**src/rtl/mant_exp_gain.sv**
```systemverilog
module mant_exp_gain #(
  parameter int DW = 16,
  parameter int MW = 14,
  parameter int EW = 4
) (
  input  logic                 clk,
  input  logic                 rst_n,
  input  logic                 in_valid,
  input  logic [DW-1:0]        in_i,
  input  logic [DW-1:0]        in_q,
  input  logic [EW+MW-1:0]     gain,
  output logic                 out_valid,
  output logic [DW-1:0]        out_i,
  output logic [DW-1:0]        out_q
);
  localparam int PW = DW + MW + 2;
  localparam int SW = PW + (1 << EW) - 1;
  localparam logic signed [SW-1:0] ONE  = 1;
  localparam logic signed [SW-1:0] OMAX = (ONE <<< (DW-1)) - ONE;
  localparam logic signed [SW-1:0] OMIN = -(ONE <<< (DW-1));
  localparam logic signed [SW-1:0] HALF = ONE <<< (MW-1);

  logic signed [MW+1:0] mult;
  logic signed [PW-1:0] p_i, p_q;
  logic [EW-1:0]        e1;
  logic                 v1;

  assign mult = $signed({2'b01, gain[MW-1:0]});

  always_ff @(posedge clk or negedge rst_n) begin
    if (!rst_n) begin
      v1  <= 1'b0;
      e1  <= '0;
      p_i <= '0;
      p_q <= '0;
    end else begin
      v1 <= in_valid;
      if (in_valid) begin
        p_i <= $signed(in_i) * mult;
        p_q <= $signed(in_q) * mult;
        e1  <= gain[EW+MW-1:MW];
      end
    end
  end

  function automatic logic [DW-1:0] shape(input logic signed [PW-1:0] p,
                                          input logic [EW-1:0] e);
    logic signed [SW-1:0] s;
    s = SW'(p);
    s = (s <<< e) + HALF;
    s = s >>> MW;
    if (s > OMAX)      s = OMAX;
    else if (s < OMIN) s = OMIN;
    return s[DW-1:0];
  endfunction

  always_ff @(posedge clk or negedge rst_n) begin
    if (!rst_n) begin
      out_valid <= 1'b0;
      out_i     <= '0;
      out_q     <= '0;
    end else begin
      out_valid <= v1;
      if (v1) begin
        out_i <= shape(p_i, e1);
        out_q <= shape(p_q, e1);
      end
    end
  end

  a_r5_valid_on: assert property (@(posedge clk) disable iff (!rst_n)
    v1 |=> out_valid);
  a_r5_valid_off: assert property (@(posedge clk) disable iff (!rst_n)
    !v1 |=> !out_valid);
  a_r7_hold: assert property (@(posedge clk) disable iff (!rst_n)
    !v1 |=> ($stable(out_i) && $stable(out_q)));
  a_r3_no_wrap_pos: assert property (@(posedge clk) disable iff (!rst_n)
    (v1 && !p_i[PW-1]) |=> !out_i[DW-1]);
  a_r3_no_wrap_neg: assert property (@(posedge clk) disable iff (!rst_n)
    (v1 && p_q[PW-1]) |=> (out_q[DW-1] || out_q == '0));
  a_r6_unity: assert property (@(posedge clk) disable iff (!rst_n)
    (in_valid && gain == '0) |-> ##2 (out_i == $past(in_i, 2) && out_q == $past(in_q, 2)));
endmodule

```
**config.mk**
```make
export PLATFORM = sky130hd
export DESIGN_NAME = mant_exp_gain
export DESIGN_NICKNAME = d
export VERILOG_FILES = /design/src/rtl/mant_exp_gain.sv
export SDC_FILE = /design/constraint.sdc
export NUM_CORES = 2
export LEC_CHECK = 0
export ABC_AREA = 0
export BUFFER_PORTS_ARGS = -buffer_cell sky130_fd_sc_hd__buf_2
export CAP_MARGIN = 25
export CELL_PAD_IN_SITES_DETAIL_PLACEMENT = 1
export CELL_PAD_IN_SITES_GLOBAL_PLACEMENT = 1
export CORE_MARGIN = 2
export CORE_UTILIZATION = 43
export CTS_BUF_LIST = sky130_fd_sc_hd__clkbuf_2 sky130_fd_sc_hd__clkbuf_4 sky130_fd_sc_hd__clkbuf_8
export DETAILED_ROUTE_END_ITERATION = 12
export GPL_TIMING_DRIVEN = 0
export PLACE_DENSITY_LB_ADDON = 0.1
export RECOVER_POWER = 25
export SYNTH_ARGS = -nofsm -noshare
export SYNTH_HDL_FRONTEND = slang
export SYNTH_SLANG_ARGS = --single-unit
```
**constraint.sdc**
```tcl
create_clock -name clk -period 5.7 [get_ports clk]
set_input_delay 1.14 -clock clk [delete_from_list [all_inputs] [get_ports clk]]
set_output_delay 1.14 -clock clk [all_outputs]
set_load 0.01 [all_outputs]
```
# After elaboration in Yosys (flattened, before gate mapping)
# Index checks and enable logic that the tools add are counted.
# classes
n_lt_le_gt_ge	4
n_shift	2
mul	2
muxes	4
addsub	2
# op_table
op	count
47-bit by 15-bit adder with 47-bit output, second input constant	2
32-bit by 4-bit <<< shifter with 47-bit output	2
33-bit by 16-bit greater-than comparator with 1-bit output, second input constant	2
33-bit by 16-bit less-than comparator with 1-bit output, second input constant	2
16-bit by 16-bit multiplier with 32-bit output	2
16-bit two-way mux	4
# totals
in_bits	53
elab_cells	21
regBits	102

# Longest topological paths before layout
# logic_depth
depth_word	5
ltp_mapped	26
ltp_nobuf	25

# Least setup slack after synthesis
# OpenSTA, ideal clock, no wires.
# synth_path
kind	input-to-reg
from	input in_q[15]
to	register p_q[31]
arrival_ns	7.051
setup_ns	0.069
t_required_ns	5.631
slack_ns	-1.420
path_buffers	1
stages	22
path_cell_list	clkbuf_1 -> nand2_1 -> inv_1 -> fa_1 -> inv_1 -> fa_1 -> inv_1 -> fa_1 -> fa_1 -> fa_1 -> inv_1 -> fa_1 -> inv_1 -> ha_1 -> a21oi_1 -> a21boi_0 -> o21ai_0 -> nand2b_1 -> o41a_1 -> a41o_1 -> or4_1 -> nand3_1
# synth_between
elab_chain_len	1
# synth_lines
element	line_no	source
from (decl)	10	input logic [DW-1:0] in_q,
16-bit by 16-bit multiplier with 32-bit output	40	p_q <= $signed(in_q) * mult;
to (signal assigned)	40	
to (decl)	24	logic signed [PW-1:0] p_i, p_q;
# Every way passes these cells.
# A chain may end at the register's enable or synchronous reset.

# Worst setup path in the final report
# layout_path
from	input gain[3]
to	register p_q[30]
# layout_between
elab_chain_len	1
# layout_lines
element	line_no	source
from (decl)	11	input logic [EW+MW-1:0] gain,
16-bit by 16-bit multiplier with 32-bit output	40	
# Every way passes these cells.

==> report_table.html <==
<table>
<tr><th>Metric</th><th>Value</th></tr>
<tr><th colspan="2">STA</th></tr>
<tr><td>Hold Worst Slack</td><td>slightly above 500 ps</td></tr>
<tr><td>Final count of negative-setup-slack endpoints</td><td>38</td></tr>
<tr><td>Highest Clock Rate</td><td>~150 MHz</td></tr>
<tr><td>Minimum setup slack in the final design</td><td>-1010 ps</td></tr>
<tr><td>Fin crit share</td><td>118%</td></tr>
<tr><td>Least-Margin Pin Slew</td><td>between 2000 and 3000 ps</td></tr>
<tr><td>Relative slew slack</td><td>-99.9%</td></tr>
<tr><td>Tmin final</td><td>between 6000 and 7000 ps</td></tr>
<tr><td>Count of pins over their slew limit</td><td>around 50</td></tr>
<tr><td>Fin Clk Skew</td><td>roughly 24 ps</td></tr>
<tr><td>Post-Route Setup TNS</td><td>-23190 ps</td></tr>
<tr><td>Number of failing hold endpoints at the final stage</td><td>0</td></tr>
<tr><td>RSZ-0062 raised after global routing</td><td>true</td></tr>
<tr><th colspan="2">Outcome</th></tr>
<tr><td>Run status</td><td>finished, violations left</td></tr>
<tr><td>Failing checks</td><td>max-capacitance violations, max-slew violations, negative setup slack</td></tr>
<tr><th colspan="2">Setup path</th></tr>
<tr><td>Type of the worst setup path</td><td>in2reg</td></tr>
<tr><td>Crit path required time</td><td>6010 ps</td></tr>
<tr><td>Data arrival time of the worst path</td><td>around 7000 ps</td></tr>
<tr><td>Critical Path End Type</td><td>register</td></tr>
<tr><td>Reg-to-reg slack, setup</td><td>approximately 340 ps</td></tr>
<tr><td>CP startpoint kind</td><td>input port</td></tr>
<tr><td>Cell Chain, Critical Path</td><td>buf_12 -&gt; clkbuf_16 -&gt; and2_4 -&gt; fa_1 -&gt; inv_2 -&gt; buf_6 -&gt; fa_1 -&gt; clkinvlp_4 -&gt; fa_1 -&gt; fa_1 -&gt; fa_1 -&gt; inv_1 -&gt; fa_1 -&gt; inv_2 -&gt; ha_4 -&gt; buf_4 -&gt; buf_4 -&gt; nand4_1 -&gt; nor2_2 -&gt; o21ai_2 -&gt; and2_4 -&gt; a311oi_4 -&gt; a311o_1 -&gt; o221ai_2</td></tr>
<tr><td>Biggest cell delay along the critical path</td><td>~570 ps</td></tr>
<tr><td>CP dominant cell by count</td><td>fa_1</td></tr>
<tr><td>Peak fanout along the critical path</td><td>5</td></tr>
<tr><td>Critical-path cell with the highest stage delay</td><td>fa_1</td></tr>
<tr><th colspan="2">Drt</th></tr>
<tr><td>Drt first pass iters</td><td>5</td></tr>
<tr><td>DR iter-0 viols</td><td>around 1700</td></tr>
<tr><td>DRT met1 WL</td><td>47700 um</td></tr>
<tr><td>Routed length on met3</td><td>between 5000 and 6000 um</td></tr>
<tr><td>Max layer used</td><td>met4</td></tr>
<tr><td>Post-detailed-route via-to-cell ratio</td><td>around 5.8</td></tr>
<tr><td>Routed via count</td><td>~25000</td></tr>
<tr><td>Post-detailed-route DRC marker count</td><td>0</td></tr>
<tr><td>Routed wl met2</td><td>approximately 54000 um</td></tr>
<tr><td>DR WL/cell</td><td>~26 um</td></tr>
<tr><td>Detailed-route wire length</td><td>about 110000 um</td></tr>
<tr><td>Final ANT Viol Nets</td><td>0</td></tr>
<tr><th colspan="2">Clocking</th></tr>
<tr><td>Total CTS buffers</td><td>9</td></tr>
<tr><td>Clock Root Buffer</td><td>clkbuf_8</td></tr>
<tr><td>Register clock-pin slew on the reported worst setup and hold paths</td><td>about 120 ps</td></tr>
<tr><td>Clock insertion delay at the later pin of the skew report</td><td>460 ps</td></tr>
<tr><td>Number of buffers between clock root and the deepest sink</td><td>2</td></tr>
<tr><td>Clock tree from TritonCTS</td><td>yes</td></tr>
<tr><td>Hold buffers post-CTS</td><td>0</td></tr>
<tr><td>Clk sink count</td><td>~100</td></tr>
<tr><td>Count of H-tree levels built during CTS</td><td>3</td></tr>
<tr><th colspan="2">Floorplan</th></tr>
<tr><td>Die outline height</td><td>264 um</td></tr>
<tr><td>Number of standard-cell rows in the floorplan</td><td>95</td></tr>
<tr><td>Core Footprint</td><td>67000 um2</td></tr>
<tr><td>Number of top-level design ports</td><td>86</td></tr>
<tr><td>Floorplan die area</td><td>69700 um2</td></tr>
<tr><td>Horizontal die dimension</td><td>264 um</td></tr>
<tr><td>Starting Density</td><td>a little over two fifths</td></tr>
<tr><th colspan="2">Synth</th></tr>
<tr><td>Post-synthesis cell type count</td><td>100</td></tr>
<tr><td>Gate Count Post-Synth</td><td>roughly 3200</td></tr>
<tr><td>Total nets after synthesis</td><td>3903</td></tr>
<tr><td>Number of synthesized flops with an enable pin</td><td>0</td></tr>
<tr><td>Portion of the post-synthesis area used by sequential elements</td><td>under 10%</td></tr>
<tr><td>Post-synthesis instance area</td><td>between 20000 and 30000 um2</td></tr>
<tr><td>Synthesis-stage register bit count</td><td>102</td></tr>
<tr><td>Predominant post-synthesis flop cell</td><td>dfrtp_1</td></tr>
<tr><td>Total number of yosys warnings</td><td>0</td></tr>
<tr><td>Proportion of synthesized flip-flops having asynchronous set or reset</td><td>100%</td></tr>
<tr><td>Average footprint of a synthesized cell</td><td>9.10 um2</td></tr>
<tr><th colspan="2">Global routing</th></tr>
<tr><td>Antenna violations before repair</td><td>1</td></tr>
<tr><td>Overall track demand over capacity in global routing</td><td>roughly a third</td></tr>
<tr><td>Pin count of the biggest net entering global routing</td><td>55</td></tr>
<tr><td>Global-route wire length before repair</td><td>170000 um</td></tr>
<tr><td>Vias in the first global route</td><td>27580</td></tr>
<tr><td>Total overflow reported by the global router</td><td>0</td></tr>
<tr><th colspan="2">Final layout</th></tr>
<tr><td>Final nets</td><td>between 4000 and 5000</td></tr>
<tr><td>Fraction of final layout cells sized beyond drive strength 1</td><td>between 20% and 30%</td></tr>
<tr><td>Area overhead of the layout relative to synthesis</td><td>20.3%</td></tr>
<tr><th colspan="2">Placed design</th></tr>
<tr><td>Placed wire-length estimate after detailed placement</td><td>just under 90000 um</td></tr>
<tr><td>Quantity of I/O buffers inserted on ports</td><td>85</td></tr>
<tr><td>Gpl congestion</td><td>0.998</td></tr>
<tr><th colspan="2">Hold path</th></tr>
<tr><td>Tightest Hold Check Type</td><td>reg2reg</td></tr>
<tr><th colspan="2">Flow run</th></tr>
<tr><td>Maximum Capacitance Violations</td><td>1</td></tr>
</table>
[worst max-delay path, delay by kind of cell]
| kind | cells | cell delay (ps) |
|---|---|---|
| adders and majority gates | 7 | 3420 |
| AOI/OAI and AO/OA | 4 | 740 |
| buffers and inverters | 9 | 1040 |
| and+or+nand+nor | 4 | 670 |
[cells in the final DEF, fill, tap and decap left out, types with 15 or more instances in the layout]
master     instances
inv_1            566
fa_1             460
nand2_1          328
and2_1           187
buf_4            124
ha_1             122
nor2_1           107
dfrtp_1          102
mux2i_1           73
o21ai_0           73
buf_2             69
xnor2_1           65
mux2_2            64
mux4_2            54
a21oi_1           53
inv_2             50
clkbuf_16         40
and2_4            38
ha_4              37
buf_6             36
nand2b_1          35
clkbuf_1          32
fa_2              32
a21oi_2           31
nand3_1           30
clkbuf_8          28
xor2_1            25
nor2b_1           20
buf_12            18
o21ai_1           18
nor3_1            18
nand2_2           17
clkbuf_4          16
mux2_4            16
and3_1            16
o221ai_1          16
a31oi_1           15
a21o_1            15
[area by class of cell]
class | instances | area, um2
Clock buffer | 10 | 138
Fill cell | 7523 | 32100
Sequential cell | 102 | 2550
Buffer | 155 | 1870
Timing Repair Buffer | 219 | 1890
Inverter | 624 | 2360
Antenna cell | 1 | 2.50
Clock inverter | 6 | 91.3
Tap cell | 873 | 1090
Multi-Input combinational cell | 2308 | 25000
[stage by stage]
| step | setup slack (ps) | cell area [um2] | util [%] | instances |
|---|---|---|---|---|
| 3_3_place_gp | -2100 | 31400 | 46.9 | 4154 |
| 4_1_cts | -851 | 34000 | 50.8 | 4256 |
| 5_1_grt | -1120 | 35000 | 52.2 | 4298 |
| 2_1_floorplan | -932 | 29900 | - | 3196 |
| 6_report | -1010 | 35000 | 52.2 | 4298 |
| 3_5_place_dp | -2160 | 31400 | 46.9 | 4155 |
[state kept, by name, indices dropped and copies added, names as in the netlist]
name       cells
p_i           32
out_valid      1
out_i         16
v1             1
out_q         16
e1             4
p_q           32
[timing repair]
item	CTS	global route
gates cloned	5	0
endpoints found under the setup margin	70	64
pin swaps	121	140
setup buffers	86	46
resized for setup	361	153
[synthesized netlist by cell type (9+ instances only)]
library cell	n	area [um2]
buf_4	11	82.6
ha_1	162	2030
clkbuf_1	108	405
and2_1	225	1410
mux2_2	80	901
a31oi_1	18	113
xnor2_1	79	692
buf_2	21	105
nand3_1	36	180
a31o_2	9	78.8
fa_1	492	9850
o21a_1	10	75.1
nor4_1	10	62.6
dfrtp_1	102	2550
nand2_1	350	1310
and3_1	18	113
o41ai_2	9	146
o32ai_1	14	123
a21oi_1	86	430
o22ai_1	16	100
o21ai_0	94	470
nor2b_1	22	138
buf_1	11	41.3
inv_1	621	2330
o2111ai_1	9	78.8
xor2_1	27	236
o31ai_1	12	90.1
o211ai_1	10	75.1
a211oi_1	13	97.6
mux2i_1	73	731
o221ai_1	17	149
nor2_1	114	428
nand2b_1	36	225
mux4_2	54	1220
nor3_1	25	125
a21o_1	16	120
nand4_1	13	81.3
[path summary, 6_finish.rpt]
path                                         end  cells after the start                  start
max                          p_q[30]$_DFFE_PN0P_                     24                gain[3]
min                        out_i[15]$_DFFE_PN0P_                      2  out_i[15]$_DFFE_PN0P_
max reg2reg                 out_q[5]$_DFFE_PN0P_                     17      e1[0]$_DFFE_PN0P_
min reg2reg                out_i[15]$_DFFE_PN0P_                      2  out_i[15]$_DFFE_PN0P_
max in group asynchronous    p_i[20]$_DFFE_PN0P_                      1                  rst_n
min in group asynchronous  out_q[13]$_DFFE_PN0P_                      1                  rst_n
[routing by layer]
layer  up-vias  track usage, %
li1      10740               -
met1     12978            42.2
met2       802            53.2
met3       258            3.15
met4         0            16.3
met5         -               0
[logic make-up (layout without fill, tap and decap cells)]
family / after synthesis / count (layout) / share of synthesized area [%]
XOR/XNOR: 106 / 106 / 3.19
other: 0 / 1 / 0
flip-flops: 102 / 102 / 8.78
multiplexers: 211 / 211 / 10.0
buffers and inverters: 786 / 1014 / 10.8
adder cells (fa/ha/maj): 654 / 654 / 40.9
AO/OA/AOI/OAI: 434 / 434 / 10.7
AND/OR/NAND/NOR: 903 / 903 / 15.7
Power is left out: the tool's default activity adds up to more than one toggle a clock period on the data nets, which glitch-free logic cannot reach.
